==> src/rtl/rt_fifo_pkg.sv <==
package rt_fifo_pkg;

  // Strobe events decoded from the sampled control inputs
  typedef struct packed {
    logic wr;       // write strobe falling edge
    logic rd;       // read strobe falling edge
    logic rd_rise;  // read strobe rising edge
    logic rt;       // rewind falling edge
  } fifo_evt_t;

endpackage

==> src/rtl/rt_fifo_strobe_reg.sv <==
module rt_fifo_strobe_reg #(
  parameter int N = 3
) (
  input  logic         clk,
  input  logic         rst_n,
  input  logic [N-1:0] lvl_n,
  output logic [N-1:0] q_n
);

  // One sample per strobe; idle level is high
  always_ff @(posedge clk or negedge rst_n) begin
    if (!rst_n) q_n <= '1;
    else        q_n <= lvl_n;
  end

endmodule

==> src/rtl/rt_fifo_store.sv <==
module rt_fifo_store #(
  parameter int WIDTH = 9,
  parameter int DEPTH = 16,
  localparam int AW = (DEPTH > 1) ? $clog2(DEPTH) : 1
) (
  input  logic             clk,
  input  logic             we,
  input  logic [AW-1:0]    waddr,
  input  logic [WIDTH-1:0] wdata,
  input  logic [AW-1:0]    raddr,
  output logic [WIDTH-1:0] rdata
);

  logic [WIDTH-1:0] mem [DEPTH];

  always_ff @(posedge clk) begin
    if (we) mem[waddr] <= wdata;
  end

  assign rdata = mem[raddr];

endmodule

==> src/rtl/rt_fifo_ctrl.sv <==
module rt_fifo_ctrl
  import rt_fifo_pkg::*;
#(
  parameter int DEPTH = 16,
  localparam int AW = (DEPTH > 1) ? $clog2(DEPTH) : 1,
  localparam int CW = $clog2(DEPTH + 1)
) (
  input  logic          clk,
  input  logic          rst_n,
  input  fifo_evt_t     req,
  output logic          wr_en,
  output logic          rd_en,
  output logic [AW-1:0] wr_addr,
  output logic [AW-1:0] rd_addr,
  output logic          empty_n,
  output logic          full_n,
  output logic          half_n
);

  localparam logic [CW-1:0] LVL_FULL = CW'(DEPTH);
  localparam logic [CW-1:0] LVL_HALF = CW'(DEPTH / 2);
  localparam logic [AW-1:0] LAST     = AW'(DEPTH - 1);
  localparam bit            POW2     = (DEPTH & (DEPTH - 1)) == 0;

  logic [AW-1:0] wr_ptr, wr_ptr_nxt, wr_inc;
  logic [AW-1:0] rd_ptr, rd_ptr_nxt, rd_inc;
  logic [CW-1:0] level, level_nxt;
  logic [CW-1:0] written, written_nxt;
  logic          half_q, half_nxt;

  // Pointer increment: free wrap for power-of-two depths, compare otherwise
  generate
    if (POW2) begin : g_wrap_p2
      assign wr_inc = wr_ptr + AW'(1);
      assign rd_inc = rd_ptr + AW'(1);
    end else begin : g_wrap_cmp
      assign wr_inc = (wr_ptr == LAST) ? '0 : wr_ptr + AW'(1);
      assign rd_inc = (rd_ptr == LAST) ? '0 : rd_ptr + AW'(1);
    end
  endgenerate

  // Strobes are ignored during a rewind and while blocked
  assign wr_en = req.wr && !req.rt && (level != LVL_FULL);
  assign rd_en = req.rd && !req.rt && (level != '0);

  always_comb begin
    wr_ptr_nxt  = wr_en ? wr_inc : wr_ptr;
    written_nxt = (wr_en && written != LVL_FULL) ? written + CW'(1) : written;
    if (req.rt) begin
      rd_ptr_nxt = '0;
      level_nxt  = written;
      half_nxt   = written > LVL_HALF;
    end else begin
      rd_ptr_nxt = rd_en ? rd_inc : rd_ptr;
      level_nxt  = level + CW'(wr_en) - CW'(rd_en);
      if (wr_en && level_nxt > LVL_HALF)
        half_nxt = 1'b1;
      else if (req.rd_rise && level_nxt <= LVL_HALF)
        half_nxt = 1'b0;
      else
        half_nxt = half_q;
    end
  end

  always_ff @(posedge clk or negedge rst_n) begin
    if (!rst_n) begin
      wr_ptr  <= '0;
      rd_ptr  <= '0;
      level   <= '0;
      written <= '0;
      half_q  <= 1'b0;
    end else begin
      wr_ptr  <= wr_ptr_nxt;
      rd_ptr  <= rd_ptr_nxt;
      level   <= level_nxt;
      written <= written_nxt;
      half_q  <= half_nxt;
    end
  end

  assign wr_addr = wr_ptr;
  assign rd_addr = rd_ptr;
  assign empty_n = level != '0;
  assign full_n  = level != LVL_FULL;
  assign half_n  = !half_q;

  // the level never exceeds the depth
  assert_no_overflow_R6: assert property (@(posedge clk) disable iff (!rst_n)
    level <= LVL_FULL);

  // a read strobe on an empty store leaves the read pointer alone
  assert_empty_holds_rdptr_R5: assert property (@(posedge clk) disable iff (!rst_n)
    (level == '0 && !req.rt) |=> rd_ptr == $past(rd_ptr));

  // a write strobe on a full store leaves the write pointer alone
  assert_full_holds_wrptr_R6: assert property (@(posedge clk) disable iff (!rst_n)
    (level == LVL_FULL) |=> wr_ptr == $past(wr_ptr));

  // rewind zeroes the read pointer and keeps the write pointer
  assert_rewind_ptrs_R9: assert property (@(posedge clk) disable iff (!rst_n)
    req.rt |=> (rd_ptr == '0 && wr_ptr == $past(wr_ptr)));

  // the half flag is released only by a read-strobe rise or a rewind
  assert_half_release_R8: assert property (@(posedge clk) disable iff (!rst_n)
    $fell(half_q) |-> ($past(req.rd_rise) || $past(req.rt)));

endmodule

==> src/rtl/rt_fifo.sv <==
module rt_fifo
  import rt_fifo_pkg::*;
#(
  parameter int WIDTH = 9,
  parameter int DEPTH = 16,
  localparam int AW = (DEPTH > 1) ? $clog2(DEPTH) : 1
) (
  input  logic             clk,
  input  logic             rst_n,
  input  logic             wr_n,
  input  logic             rd_n,
  input  logic             rt_n,
  input  logic [WIDTH-1:0] din,
  output logic [WIDTH-1:0] dout,
  output logic             dout_oe,
  output logic             empty_n,
  output logic             full_n,
  output logic             half_n
);

  logic [2:0]       strobe_q_n;
  fifo_evt_t        evt;
  logic             wr_en, rd_en;
  logic [AW-1:0]    wr_addr, rd_addr;
  logic [WIDTH-1:0] rdata;
  logic [WIDTH-1:0] dout_nxt;
  logic             oe_nxt;

  rt_fifo_strobe_reg #(.N(3)) u_strobe (
    .clk   (clk),
    .rst_n (rst_n),
    .lvl_n ({rt_n, rd_n, wr_n}),
    .q_n   (strobe_q_n)
  );

  always_comb begin
    evt.wr      = strobe_q_n[0] && !wr_n;
    evt.rd      = strobe_q_n[1] && !rd_n;
    evt.rd_rise = !strobe_q_n[1] && rd_n;
    evt.rt      = strobe_q_n[2] && !rt_n;
  end

  rt_fifo_ctrl #(.DEPTH(DEPTH)) u_ctrl (
    .clk     (clk),
    .rst_n   (rst_n),
    .req     (evt),
    .wr_en   (wr_en),
    .rd_en   (rd_en),
    .wr_addr (wr_addr),
    .rd_addr (rd_addr),
    .empty_n (empty_n),
    .full_n  (full_n),
    .half_n  (half_n)
  );

  rt_fifo_store #(.WIDTH(WIDTH), .DEPTH(DEPTH)) u_store (
    .clk   (clk),
    .we    (wr_en),
    .waddr (wr_addr),
    .wdata (din),
    .raddr (rd_addr),
    .rdata (rdata)
  );

  // Output stage: load on an accepted read, drive until the strobe rises
  always_comb begin
    dout_nxt = rd_en ? rdata : dout;
    oe_nxt   = rd_en || (dout_oe && !rd_n);
  end

  always_ff @(posedge clk or negedge rst_n) begin
    if (!rst_n) begin
      dout    <= '0;
      dout_oe <= 1'b0;
    end else begin
      dout    <= dout_nxt;
      dout_oe <= oe_nxt;
    end
  end

  // output released one clock after the read strobe is seen high
  assert_oe_release_R4: assert property (@(posedge clk) disable iff (!rst_n)
    rd_n |=> !dout_oe);

  // an accepted read drives the output on the next clock
  assert_oe_on_read_R3: assert property (@(posedge clk) disable iff (!rst_n)
    rd_en |=> dout_oe);

endmodule

==> config.mk <==
export PLATFORM = sky130hd
export DESIGN_NAME = rt_fifo
export DESIGN_NICKNAME = d
export VERILOG_FILES = /design/src/rtl/rt_fifo_pkg.sv /design/src/rtl/rt_fifo_strobe_reg.sv /design/src/rtl/rt_fifo_store.sv /design/src/rtl/rt_fifo_ctrl.sv /design/src/rtl/rt_fifo.sv
export SDC_FILE = /design/constraint.sdc
export NUM_CORES = 1
export LEC_CHECK = 0
export ABC_CLOCK_PERIOD_IN_PS = 5050
export CAP_MARGIN = 20
export CORE_MARGIN = 2
export CORE_UTILIZATION = 30
export CTS_CLUSTER_DIAMETER = 200
export DETAILED_ROUTE_END_ITERATION = 10
export SETUP_SLACK_MARGIN = 0.02
export SLEW_MARGIN = 40
export SYNTH_ARGS = -nofsm -noshare
export SYNTH_HDL_FRONTEND = slang
export SYNTH_HIERARCHICAL = 1
export SYNTH_SLANG_ARGS = --single-unit
==> constraint.sdc <==
create_clock -name clk -period 5.05 [get_ports clk]
set_clock_uncertainty 0.15 [all_clocks]
set_input_delay 1.01 -clock clk [delete_from_list [all_inputs] [get_ports clk]]
set_output_delay 1.01 -clock clk [all_outputs]
set_load 0.03 [all_outputs]
==> out/metrics.cfg <==
[cells_and_area]
layout.nets=450
utilization=0.3579
synthToLayoutAreaGrowth_pct=16.69
diodes=0
drive_gt1_frac=0.2260
fill_cells=2166

[setup_path]
cp-endpoint=u_ctrl/half_q$_DFFE_PN0P_
cp_slowest_cell=clkdlybuf4s50_1
endpoint_kind=flip-flop
startpoint_type=input port
cp.arrival_ns=3.76
worstPathCellList=clkdlybuf4s50_1 > nor2b_1 > nand2_2 > nor2_1 > ha_1 > inv_1 > ha_1 > inv_1 > fa_1 > nand2b_1 > a21oi_2 > xnor2_1 > a311oi_1 > o221ai_1
worstSetupStartpoint=rd_n
reg2regPathDepth=16
cp.required_ns=5.19
r2r_slack_ns=1.81
max_stage_delay_ns=0.44
r2r-end=u_ctrl/half_q$_DFFE_PN0P_
path_class=input port to flip-flop
crit_fanout=5
r2r-start=u_ctrl/level[3]$_DFF_PN0_

[floorplanning]
core-area_um2=23610
dieWidth_um=159.4
initial_core_util=0.3067
fp-row-count=56
dieArea_um2=25400
io_pins=27
dieHeight_um=159.4

[clock_network]
cts_resized=0
clk_pin_slew_ns=0.07
hold_buffers=0
clk_path_buf_depth=2
post_cts_buffers=0
cts_tree=done
numCtsBuffers=17
htreeDepth=4
cts.sinks=176
cts-root-buf=clkbuf_16
insertion_delay_ns=0.42

[yosys]
synth_edf_count=144
synth-seq-cells=176
synth_seq_area_share=0.7082
yosysTopAreaCellShare=0.5971
synth_area_leaders=edfxtp_1 60%, dfrtp_1 10%, mux4_2 6.5%
syn_nets=406
syn-mean-instance-area_um2=19.01
synth_cells=381
syn_area_um2=7242
ys_types=53
synthArstFlopShare=0.1818
yosysTopAreaCell=edfxtp_1
yosysWarnings=6
dominantRegCellSynth=edfxtp_1

[outcome]
status=finished, final reports clean

[timing]
setup_viol=0
fmax_mhz=275.9
period_share=0.7177
fin_crit_ns=3.624
tns_ns=0
tightest_slew_ns=0.6983
hold_viol=0
slew_headroom=0.5328
drv_slew=0
rsz0062_at_grt=no

[place]
port_buffers=26
dp_hpwl_um=8685
gp_congestion=0.7185

[drt]
num_vias=3556
dr.pass1.iters=4
detail-route-antenna-nets=0
first_iter_violations=291
wl_per_cell_um=17.97
routed_wl_um=13610
avgViaCountPerCell=4.697
drc=0

[global_route]
antenna_found_initial=0
grt_pass1_vias=3730
gr-total-overflow=0
grt_max_degree=40
grtUsageTotal=0.1113
grt_first_pass_wirelength_um=21380

[power]
ir_drop_mv=0.2735
leakagePower_nw=2.847
cellPowerDensity_nw_per_um2=499.8

[run]
cap_viol_max_count=0

[min_path]
hp-class=flip-flop to flip-flop

[placed cells by master, fill, tap and decap left out, drive strengths merged, types with 2 or more instances in the layout]
cell,n
mux4,36
buf,12
nand3b,4
nand4,3
clkinvlp,2
dfstp,3
a21o,2
edfxtp,144
nand3,4
nand2b,7
nor3,5
xnor2,8
clkinv,3
mux2,13
a21oi,4
nand2,17
clkbuf,23
nor2,18
o21ai,5
nor2b,5
clkdlybuf4s50,26
inv,19
dfrtp,29
ha,10
and2,2
xor2,5
a22oi,18
[through the flow]
step / cells / hold WS, ns / power, mW / instance area, µm² / worst slack [ns]
after global placement: 725 / 0.3202 / 3.010 / 7871 / 1.102
after detailed placement: 725 / 0.3261 / 3.045 / 7891 / 0.9768
after floorplan: 381 / 0.3211 / 2.725 / 7242 / 1.469
after global routing: 757 / 0.3717 / 4.422 / 8451 / 1.207
final: 757 / 0.3380 / 4.223 / 8451 / 1.426
after CTS: 757 / 0.3411 / 4.256 / 8443 / 1.421
[synthesized netlist by cell type (all sizes together), types with 3 or more instances]
cell and count:
buf 8, xnor2 8, clkbuf 4, nor2 18, nand3b 4, mux2 13, nand2 17, nand3 4
xor2 5, dfstp 3, nand2b 7, ha 10, nor2b 5, a21oi 4, a22oi 18, o21ai 5
nand4 3, nor3 5, inv 15, dfrtp 29, edfxtp 144, mux4 36
[kinds of logic after synthesis]
logic type / synth area share
AOI/OAI and AO/OA: 0.03248
xor gates and xnor gates: 0.01572
adders and majority gates: 0.02004
buffers and inverters: 0.02488
DFF: 0.7082
muxes: 0.1465
and+or+nand+nor: 0.05218
[sequential cells by signal, indices dropped and copies added, names as in the netlist]
register        count
dout_oe             1
dout                9
u_ctrl/half_q       1
u_store/mem       144
u_ctrl/wr_addr      4
u_ctrl/written      5
u_ctrl/level        5
u_ctrl/rd_addr      4
u_strobe/q_n        3
[worst min path at each step]
stage	slack, ns	start	depth (start not counted)	to
floorplan	0.32	u_ctrl/written[4]$_DFFE_PN0P_	1	u_ctrl/written[4]$_DFFE_PN0P_
global placement	0.32	dout_oe$_DFF_PN0_	1	dout_oe$_DFF_PN0_
detailed placement	0.33	dout_oe$_DFF_PN0_	1	dout_oe$_DFF_PN0_
CTS	0.34	dout_oe$_DFF_PN0_	1	dout_oe$_DFF_PN0_
global route	0.37	dout_oe$_DFF_PN0_	1	dout_oe$_DFF_PN0_
finish	0.34	dout_oe$_DFF_PN0_	1	dout_oe$_DFF_PN0_
[report_power, final]
group	total, mW	leakage (nW)	internal (mW)	switching (mW)
combinational	1.10	0.898	0.561	0.544
clock	1.21	0.268	0.678	0.534
sequential	1.91	1.68	1.73	0.178
total	4.22	2.85	2.97	1.26
[worst max-delay path, delay by kind of cell]
family / cells / cell delay [ns]
xor gates and xnor gates: 1 / 0.11
adders and majority gates: 3 / 0.82
and+or+nand+nor: 4 / 0.72
buffers and inverters: 3 / 0.56
AOI/OAI and AO/OA: 3 / 0.54
[layer usage]
layer	part of all wire	vias up	global-route usage
met5	0	-	0
met4	0.0090	0	0.03471
met3	0.042	8	0.02631
met2	0.49	65	0.1804
met1	0.46	1885	0.1488
li1	-	1598	-
[cell type report]
cell class              instances  area, µm²  share of cell area
clock buffers                  23      478.0             0.05656
clock inverters                 9      73.82            0.008736
inverters                      15      58.81            0.006959
multi-input cells             177       1958              0.2317
flip-flops and latches        176       5132              0.6073
well taps                     319      399.1             0.04723
repair buffers                 38      350.3             0.04146
Power figures use the tool's default switching activity.
